### src/rtl/bg_pkg.sv
package bg_pkg;
  localparam int FAST_DIV = 2;
  localparam int SLOW_DIV = 3;

  typedef enum logic [1:0] {
    MODE_IDLE  = 2'd0,
    MODE_FIXED = 2'd1,
    MODE_FRAC  = 2'd2
  } bg_mode_e;
endpackage

### src/rtl/bg_fixed_pre.sv
module bg_fixed_pre #(
  parameter int DIV_A = 2,
  parameter int DIV_B = 3
) (
  input  logic clk,
  input  logic rst,
  input  logic en,
  input  logic sel_b,
  output logic pulse
);
  localparam int CW = (DIV_B > 2) ? $clog2(DIV_B) : 1;

  logic [CW-1:0] cnt;
  logic [CW-1:0] lim;

  assign lim   = sel_b ? CW'(DIV_B - 1) : CW'(DIV_A - 1);
  assign pulse = en && (cnt == lim);

  always_ff @(posedge clk) begin
    if (rst || !en)      cnt <= '0;
    else if (cnt >= lim) cnt <= '0;
    else                 cnt <= cnt + 1'b1;
  end

  assert_pre_range_R5: assert property (@(posedge clk) disable iff (rst)
    (en && $past(en) && $stable(sel_b)) |-> (cnt <= lim));

  assert_pre_gap_R9: assert property (@(posedge clk) disable iff (rst)
    pulse |=> !pulse);
endmodule

### src/rtl/bg_frac_acc.sv
module bg_frac_acc #(
  parameter int W = 9
) (
  input  logic         clk,
  input  logic         rst,
  input  logic         en,
  input  logic [W-1:0] step,
  output logic         pulse
);
  logic [W-1:0] acc;
  logic [W:0]   sum;

  assign sum   = {1'b0, acc} + {1'b0, step};
  assign pulse = en && sum[W];

  always_ff @(posedge clk) begin
    if (rst || !en) acc <= '0;
    else            acc <= sum[W-1:0];
  end

  assert_acc_clean_start_R8: assert property (@(posedge clk) disable iff (rst)
    $rose(en) |-> (acc == '0));
endmodule

### src/rtl/bg_reload_cnt.sv
module bg_reload_cnt #(
  parameter int W = 13
) (
  input  logic         clk,
  input  logic         rst,
  input  logic         en,
  input  logic         pulse_in,
  input  logic         wr,
  input  logic [W-1:0] din,
  output logic         tick
);
  logic [W-1:0] reload_q;
  logic [W-1:0] cnt;
  logic         wr_ok;
  logic [W-1:0] load_val;

  assign wr_ok    = wr && !en;
  assign load_val = wr_ok ? din : reload_q;

  always_ff @(posedge clk) begin
    if (rst)        reload_q <= '0;
    else if (wr_ok) reload_q <= din;
  end

  always_ff @(posedge clk) begin
    if (rst)            cnt <= '0;
    else if (!en)       cnt <= load_val;
    else if (pulse_in)  cnt <= (cnt == '0) ? reload_q : cnt - 1'b1;
  end

  always_ff @(posedge clk) begin
    if (rst) tick <= 1'b0;
    else     tick <= en && pulse_in && (cnt == '0);
  end

  assert_reload_frozen_R3: assert property (@(posedge clk) disable iff (rst)
    $past(en) |-> $stable(reload_q));

  assert_cnt_bound_R7: assert property (@(posedge clk) disable iff (rst)
    cnt <= reload_q);
endmodule

### src/rtl/baud_tick_gen.sv
module baud_tick_gen #(
  parameter int RLD_W    = 13,
  parameter int FRAC_W   = 9,
  parameter bit HAS_FRAC = 1'b1
) (
  input  logic              clk,
  input  logic              rst,
  input  logic              run_en,
  input  logic              frac_en,
  input  logic              pre_sel,
  input  logic              reload_wr,
  input  logic [RLD_W-1:0]  reload_din,
  input  logic [FRAC_W-1:0] frac_val,
  output logic              tick_o
);
  import bg_pkg::*;

  bg_mode_e mode;
  logic     fix_pulse;
  logic     frac_pulse;
  logic     pre_pulse;

  always_comb begin
    if (!run_en)                  mode = MODE_IDLE;
    else if (frac_en && HAS_FRAC) mode = MODE_FRAC;
    else                          mode = MODE_FIXED;
  end

  bg_fixed_pre #(.DIV_A(FAST_DIV), .DIV_B(SLOW_DIV)) u_fixed (
    .clk   (clk),
    .rst   (rst),
    .en    (mode == MODE_FIXED),
    .sel_b (pre_sel),
    .pulse (fix_pulse)
  );

  generate
    if (HAS_FRAC) begin : g_frac
      bg_frac_acc #(.W(FRAC_W)) u_frac (
        .clk   (clk),
        .rst   (rst),
        .en    (mode == MODE_FRAC),
        .step  (frac_val),
        .pulse (frac_pulse)
      );
    end else begin : g_nofrac
      assign frac_pulse = 1'b0;
    end
  endgenerate

  assign pre_pulse = (mode == MODE_FRAC) ? frac_pulse : fix_pulse;

  bg_reload_cnt #(.W(RLD_W)) u_cnt (
    .clk      (clk),
    .rst      (rst),
    .en       (run_en),
    .pulse_in (pre_pulse),
    .wr       (reload_wr),
    .din      (reload_din),
    .tick     (tick_o)
  );

  assert_idle_quiet_R2: assert property (@(posedge clk) disable iff (rst)
    !run_en |=> !tick_o);

  assert_fixed_single_R9: assert property (@(posedge clk) disable iff (rst)
    (tick_o && (mode == MODE_FIXED)) |=> !tick_o);
endmodule

### config.mk
export PLATFORM = sky130hd
export DESIGN_NAME = baud_tick_gen
export DESIGN_NICKNAME = d
export VERILOG_FILES = /design/src/rtl/bg_pkg.sv /design/src/rtl/bg_fixed_pre.sv /design/src/rtl/bg_frac_acc.sv /design/src/rtl/bg_reload_cnt.sv /design/src/rtl/baud_tick_gen.sv
export SDC_FILE = /design/constraint.sdc
export NUM_CORES = 1
export LEC_CHECK = 0
export ABC_AREA = 1
export BUFFER_PORTS_ARGS = -buffer_cell sky130_fd_sc_hd__buf_4
export CAP_MARGIN = 20
export CORE_MARGIN = 4
export CORE_UTILIZATION = 55
export CTS_CLUSTER_DIAMETER = 100
export DETAILED_ROUTE_END_ITERATION = 8
export PLACE_DENSITY = 0.8
export SETUP_SLACK_MARGIN = 0.1
export SLEW_MARGIN = 20
export SYNTH_ARGS = -nofsm -noshare
export SYNTH_HDL_FRONTEND = slang
export SYNTH_SLANG_ARGS = --single-unit
### constraint.sdc
create_clock -name clk -period 3.7 [get_ports clk]
set_clock_uncertainty 0.15 [all_clocks]
set_input_delay 0.185 -clock clk [delete_from_list [all_inputs] [get_ports clk]]
set_output_delay 0.185 -clock clk [all_outputs]
set_load 0.05 [all_outputs]
# After elaboration in Yosys (flattened, before gate mapping)
# Cells that the tools add are included.
# Widths: inputs -> output; s select.
# word_totals
regBits	38
in_bits	28
output_inout_bits	1
# classes
add_sub_neg	3
order_cmp	1
eq_ne	4
muxes	8
reduce_logical	12
# op_table
operator	n
$mux 13	4
$logic_not 13->1	1
$sub 13x1->13 const B	1
$add 9x9->10	1
$mux 2	3
$logic_and 1x1->1	5
$logic_not 1->1	3
$add 2x1->2 const B	1
$eq 2x1->1 const B	1
$eq 2x2->1	1
$eq 2x2->1 const B	1
$ge 2x2->1	1
$logic_or 1x1->1	2
$ne 2x1->1 const B	1
$reduce_or 2->1	1
$mux 1	1

# Longest topological paths before layout
# Gate-level depths: netlist of the first run.
# logic_depth
word_depth	7
depth_mapped	12
ltp_nobuf	12

# Cells and area by module
# Synthesis of the first run repeated with hierarchy kept, for this count alone.
# hier_totals
hier_cells	387
area_unflattened_um2	2481.1
# by_module_without_submodules
module	n_inst	cells_per_inst	area_per_inst_um2	seq_area_each_um2
bg_reload_cnt	1	249	1607.8	540.5
bg_frac_acc	1	115	726.9	180.2
bg_fixed_pre	1	16	118.9	40.0
baud_tick_gen	1	7	27.5	0.0

# Least setup slack after synthesis of the first run
# No wires, ideal clock.
# synth_timing
kind	register to register
from	reg g_frac.u_frac.acc[0]
to	reg g_frac.u_frac.acc[6]
arrival_ns	1.432
required_time_ns	3.424
setup_slack_ns	1.991
stages_incl_launch_ff	10
path_buffers	0
synth_period_minus_slack_ns	1.709
cell_sequence	dfxtp_1 ha_1 fa_1 nand3_1 nand2_1 nand2_1 nand2_1 a21oi_1 or2_1 a21oi_1
# synth_between
elab_chain_len	1
# synth_rtl
item	line	rtl
start: declaration	bg_frac_acc.sv:10	logic [W-1:0] acc;
start signal: assignment	bg_frac_acc.sv:18	else acc <= sum[W-1:0];
$add 9x9->10	bg_frac_acc.sv:13	assign sum = {1'b0, acc} + {1'b0, step};
# No other way between the ends.
# A chain may end at the register's enable or synchronous reset.

# Final worst setup path of the first run
# layout_timing
from	reg g_frac.u_frac.acc[7]
to	reg u_cnt.cnt[3]
# layout_between
elab_chain_len	4
# layout_rtl
item	line	rtl
$add 9x9->10	bg_frac_acc.sv:13	
$logic_and 1x1->1	bg_frac_acc.sv:14	assign pulse = en && sum[W];
$mux 1	baud_tick_gen.sv:51	assign pre_pulse = (mode == MODE_FRAC) ? frac_pulse : fix_pulse;
$ne 2x1->1 (no line)	n/a	
end signal: assignment	bg_reload_cnt.sv:27	else if (!en) cnt <= load_val;
end signal: assignment	bg_reload_cnt.sv:28	else if (pulse_in) cnt <= (cnt == '0) ? reload_q : cnt - 1'b1;
end: declaration	bg_reload_cnt.sv:13	logic [W-1:0] cnt;
# No other way between the ends.

==> results.toml, run 1 <==
[status]
status = "finished, final reports clean"

[global_route]
grt_max_degree = 36
grt_pass1_vias = 2052
grtUsageTotal_pct = 20.9
grt_pass1_wl_um = 9250
antenna_found_initial = 0
grt_overflow_total = 0

[critical_path]
r2r_cells = 10
reg2reg_slack_ps = 1710
required_ps = 3770
timing.rr.start = "g_frac.u_frac.acc[7]$_SDFF_PP0_"
startpoint_type = "flop"
cp_max_fo = 12
cp.arrival_ps = 2060
endpoint_kind = "flop"
worstSetupPathType = "flop to flop"
rr_endpoint = "u_cnt.cnt[3]$_SDFFE_PP0P_"

[timing]
fmax_mhz = 503
period_minus_slack_ps = 1990
finalSetupTns_ps = 0
slew_viol_final = 0
worstMarginPinSlew_ps = 417
slew-limit-headroom_pct = 72.1
finalCritPeriodShare_pct = 53.7
rsz0062_at_grt = "false"
finalHoldViolCount = 0
finalSetupViolCount = 0

[floorplan]
die_x_um = 74.8
pin_count = 29
core_area_um2 = 4350
dieArea_um2 = 5600
std_cell_rows = 24
initial_core_util_pct = 56.4
die_h_um = 74.8

[cells_and_area]
syn_to_final_growth_pct = 13.3
stdcell_area_um2 = 2780
drive_gt1_share_pct = 13.6
diodes = 0
nFillCells = 405
nets = 445
fin_cells = 456

[synthesis]
syn_area_per_cell_um2 = 6.55
async_flop_share_pct = 0
synth_edf_count = 0
synth_area_um2 = 2460
ys_types = 36
ys_seq_area_share_pct = 31.0
synthCells = 375
synth_seq_cells = 38
yosys_warnings = 0
ys.flop_type = "dfxtp_1"
synth_nets = 416

[clock_tree]
clock_sinks = 38
cts_inserted_buffers = 5
clockBufferDepth = 2
clock_latency_ps = 280
path_clk_slew_ps = 70
clock_tree.root_cell = "clkbuf_8"
postCtsResizedCells = 0
cts_tree = "built"
h-tree-depth = 2

[min_path]
holdCritPathClass = "primary input to flop"
hold_depth = 3
holdPathEnd = "u_cnt.reload_q[12]$_SDFF_PP0_"
hp-start = "reload_din[12]"

[drt]
first_pass_iters = 5
wl_um = 5350
drt_iter0_markers = 181
route.detailed.drc = 0
wire_per_inst_um = 11.7
avgViaCountPerCell = 5.15
ant_nets = 0
via_count = 2350

[run]
max_cap_viol_count = 0

[place]
dp_hpwl_um = 4060
placed_area_um2 = 2660
port-buffer-count = 28
globalplace.congestion = 0.906
place_inst = 444

[power]
peakVddDrop_v = 0.000222
power_density_nw_per_um2 = 366
p_leak_nw = 1.46
## power by group
| part | internal [mW] | switching [mW] | leakage, nW |
|---|---|---|---|
| Sequential | 0.436 | 0.0193 | 0.312 |
| Combinational | 0.115 | 0.184 | 1.11 |
| Clock | 0.130 | 0.136 | 0.0383 |
## placed cells by master, fill, tap and decap left out, drive strengths merged, types with 5 or more instances in the layout
| master | netlist | routed |
|---|---|---|
| nand3 | 28 | 28 |
| inv | 47 | 47 |
| nor2 | 68 | 68 |
| ha | 12 | 12 |
| dlygate4sd3 | 0 | 5 |
| or2 | 9 | 9 |
| nand4 | 8 | 8 |
| clkbuf | 3 | 7 |
| dfxtp | 38 | 38 |
| xor2 | 5 | 5 |
| buf | 8 | 28 |
| mux2i | 6 | 6 |
| o21ai | 13 | 13 |
| a21oi | 14 | 14 |
| nand2 | 102 | 102 |
## per-stage QoR
stage	utilization, %	hold WS (ps)	total power [mW]	setup WS [ps]
after floorplan	-	191	0.685	1990
after global placement	61.0	285	0.750	1780
after detailed placement	61.0	293	0.755	1710
after CTS	63.9	5.55	1.02	1710
after global routing	63.9	24.7	1.09	1510
final	63.9	9.87	1.02	1710
## kinds of logic after synthesis
| logic type | after synthesis | share of synthesized area (%) |
|---|---|---|
| and+or+nand+nor | 219 | 39.1 |
| DFF | 38 | 31.0 |
| adders and majority gates | 13 | 6.92 |
| buffers and inverters | 58 | 10.3 |
| muxes | 6 | 2.44 |
| xor gates and xnor gates | 7 | 2.49 |
| AOI/OAI and AO/OA | 34 | 7.79 |
## worst max-delay path by stage
| stage | from | endpoint | slack, ps | depth (start not counted) |
|---|---|---|---|---|
| final | g_frac.u_frac.acc[7]$_SDFF_PP0_ | u_cnt.cnt[3]$_SDFFE_PP0P_ | 1710 | 10 |
| after global routing | g_frac.u_frac.acc[7]$_SDFF_PP0_ | u_cnt.cnt[10]$_SDFFE_PP0P_ | 1510 | 10 |
| after floorplan | g_frac.u_frac.acc[0]$_SDFF_PP0_ | g_frac.u_frac.acc[6]$_SDFF_PP0_ | 1990 | 9 |
| after detailed placement | frac_val[7] | u_cnt.cnt[3]$_SDFFE_PP0P_ | 1710 | 11 |
| after CTS | g_frac.u_frac.acc[7]$_SDFF_PP0_ | u_cnt.cnt[3]$_SDFFE_PP0P_ | 1710 | 10 |
| after global placement | frac_val[7] | u_cnt.cnt[5]$_SDFFE_PP0P_ | 1780 | 11 |
## metal layers
layer  track usage, %  routed length (um)  vias to the layer above
met4             4.74                  46                        0
li1                 -                   -                     1237
met3             4.01                 336                        7
met1             30.3                2650                     1040
met2             32.1                2310                       66
met5                0                   0                        -
## cell usage after synthesis, types with 2 or more instances
cell type  count  area share [%]
or2_0          4             1.0
nand4_1        8             2.0
a21oi_1       14             2.9
or2_1          3            0.76
buf_2          3            0.61
ha_1          12             6.1
o21ai_0        5             1.0
clkbuf_1       3            0.46
nor2_1        59             9.0
mux2i_1        6             2.4
nor2_2         7             1.8
o21bai_1       2            0.61
o21ai_1        7             1.4
xor2_1         5             1.8
nand3_1       28             5.7
xnor2_1        2            0.71
inv_1         44             6.7
buf_6          3             1.4
nand2_2        6             1.5
buf_4          2            0.61
nor2_4         2            0.92
or2_2          2            0.51
nand2_1       96              15
dfxtp_1       38              31
nand3b_1       2            0.61
inv_2          2            0.31
## critical path, cell delays in order (launching register included)
cell and delay, ps:
dfxtp_1 310, ha_1 330, nand2_1 110, inv_1 40, a21oi_1 180, nand4_1 130, nand2_2 210, nand2_2 140
inv_2 160, nor2_1 60, nor2_1 90
## flip-flops by register name, indices dropped and copies added (netlist names)
signal / cells
u_cnt.tick: 1
g_frac.u_frac.acc: 9
u_cnt.cnt: 13
u_fixed.cnt: 2
u_cnt.reload_q: 13
## timing repair
action / CTS / global route
endpoints found under the setup margin: 0 / 0
buffers inserted: 0 / 0
hold buffers: 5 / 0
hold endpoints to repair: 5 / 0
## cell type report
class                           count  area [um^2]  share of cell area (%)
Tap cell                           52         65.1                    2.34
Multi-Input combinational cell    279         1440                    51.8
Inverter                           47          179                    6.43
Sequential cell                    38          761                    27.3
Clock buffer                        7         76.3                    2.74
Timing Repair Buffer               33          260                    9.35
Note: power is estimated with default switching activity, not from simulation.
==> run 2, diff against run 1 <==
ABC_AREA = 0   (was 1)
clock period = 2 ns   (was 3.7 ns; I/O delays follow)
==> results.toml, run 2 <==
[timing]
period_minus_slack_ps = 2160
finalHoldViolCount = 0
fmax_mhz = 463
slew-limit-headroom_pct = 58.6
finalSetupTns_ps = -1100
whs_ps = 5.50
worstMarginPinSlew_ps = 621
finalSetupViolCount = 15
fin_ws_ps = -161
rsz0062_at_grt = "true"
finalCritPeriodShare_pct = 108
slew_viol_final = 0

[global_route]
grtUsageTotal_pct = 24.2
grt_pass1_wl_um = 10100
grt_overflow_total = 0
grt_max_degree = 34
grt_use_met2_pct = 38.7
grt_util_met1_pct = 32.9
use_met3_pct = 5.10
grt_pass1_vias = 2172
top_usage_layer = "met2"
antenna_found_initial = 0

[critical_path]
worstSetupPathType = "flop to flop"
required_ps = 2020
cp-startpoint = "g_frac.u_frac.acc[1]$_SDFF_PP0_"
timing.rr.start = "g_frac.u_frac.acc[1]$_SDFF_PP0_"
startpoint_type = "flop"
endpoint_kind = "flop"
cp_max_fo = 4
cp.arrival_ps = 2180

[place]
dp_hpwl_um = 3950
place_inst = 355
globalplace.congestion = 0.817
port-buffer-count = 28

[synthesis]
ys_types = 53
synth_area_leaders = "dfxtp_1 33%, ha_1 6.5%, mux2i_1 6.0%"
synth_seq_cells = 38
async_flop_share_pct = 0
synthCells = 265
syn_area_per_cell_um2 = 8.74
yosysMostFrequentCell = "dfxtp_1"
post-synth-top-area-cell = "dfxtp_1"
synth_nets = 306
ys_seq_area_share_pct = 32.8
synth_area_um2 = 2320
synth.top_cells.by_count = "38 x dfxtp_1, 37 x nand2_1, 24 x a21oi_1, 24 x nor2_1, 14 x mux2i_1"
yosys_warnings = 0
ys.flop_type = "dfxtp_1"
synth_edf_count = 0
synth_top_area_share_pct = 32.8

[cells_and_area]
nets = 377
mostFrequentLayoutCells = "55 x buf_4, 36 x nand2_1, 33 x dfxtp_1, 24 x nor2_1, 20 x a21oi_1"
final_common_cell = "buf_4"
drive_gt1_share_pct = 32.9
top_regs = "u_cnt.cnt (13), u_cnt.reload_q (13), g_frac.u_frac.acc (9)"
post-route-util_pct = 80.0
fin_cells = 387
syn_to_final_growth_pct = 39.0
diodes = 0

[floorplan]
dieArea_um2 = 5320
initial_core_util_pct = 57.5
std_cell_rows = 23
pin_count = 29
core_area_um2 = 4030
die_h_um = 72.9
die_x_um = 72.9

[status]
status = "complete, but fails checks"
violations = "negative setup slack"

[clock_tree]
clock_latency_ps = 290
cts_inserted_buffers = 5
clock_sinks = 38
path_clk_slew_ps = 70
clock_tree.root_cell = "clkbuf_8"
cts_tree = "built"
clockBufferDepth = 2
h-tree-depth = 2

[drt]
route.detailed.drc = 0
via_count = 2256
wl_um = 6320
ant_nets = 0
drt_iter0_markers = 220
first_pass_iters = 5
wire_per_inst_um = 16.3
avgViaCountPerCell = 5.83

[run]
max_cap_viol_count = 0

[min_path]
hp-start = "rst"
holdCritPathClass = "primary input to flop"

[power]
peakVddDrop_v = 0.000394
p_leak_nw = 1.43
power_mw = 2.10
power_density_nw_per_um2 = 653
[run 2: changes by cell type in the layout (fill, tap and decap cells not counted), sizes merged, moves of 9 or more]
| cell | delta |
|---|---|
| nand2 | -65 |
| nor2 | -44 |
| inv | -38 |
| buf | +33 |
| nand3 | -25 |
| a21oi | +11 |
| dlygate4sd3 | +9 |
[run 2: critical path: stages, from the launching register on]
cell      delay, ps
dfxtp_2         340
ha_4            250
a21o_1          170
nand2_2          80
o21a_4          220
o311ai_4        360
buf_4           190
mux2i_2         210
nor2_1           80
[run 2: routing by layer]
layer	wire [um]	vias up
met1	2710	1051
li1	-	1091
met3	376	19
met5	0	-
met2	3100	95
met4	131	0
[run 2: what timing repair did]
action,CTS,global route
setup endpoints to repair,15,18
pin swaps,12,22
setup buffers,7,4
resized for setup,8,19
hold endpoints to repair,17,0
hold buffers,14,0
[run 2: area by class of cell]
class | instances | area [um^2]
clock buffer | 7 | 86.3
sequential | 38 | 769
multi-input combinational | 207 | 1640
fill | 243 | 807
tap | 50 | 62.6
clock inverter | 1 | 5.00
timing repair buffer | 75 | 629
inverter | 9 | 33.8
[run 2: power breakdown]
part | switching, mW | internal (mW) | leakage, nW
clock network | 0.272 | 0.278 | 0.0482
registers | 0.0550 | 0.804 | 0.314
logic | 0.339 | 0.355 | 1.07
total | 0.666 | 1.44 | 1.43
[run 2: cells by family (layout without fill, tap and decap cells)]
family / count (synthesis) / count (layout) / synth area share (%)
AND/OR/NAND/NOR: 92 / 92 / 21.2
AO/OA/AOI/OAI: 71 / 71 / 22.0
flip-flops: 38 / 38 / 32.8
buffers and inverters: 20 / 92 / 3.78
multiplexers: 18 / 18 / 7.99
adder cells (fa/ha/maj): 13 / 13 / 7.34
XOR/XNOR: 13 / 13 / 4.91
[run 2: path summary, 6_finish.rpt]
path         slack, ps                          to  cells after the start
max reg2reg       -160  u_cnt.cnt[11]$_SDFFE_PP0P_                      8
min reg2reg        280   u_fixed.cnt[0]$_SDFF_PP0_                      1
max               -160  u_cnt.cnt[11]$_SDFFE_PP0P_                      8
min                  6   u_cnt.cnt[1]$_SDFFE_PP0P_                      2
[run 2: metrics by stage]
stage | worst slack [ps] | instance area, um^2
floorplan | 21.7 | 2380
global placement | -99.1 | 2780
detailed placement | -170 | 2780
CTS | -77.9 | 3090
global route | -207 | 3220
finish | -161 | 3220
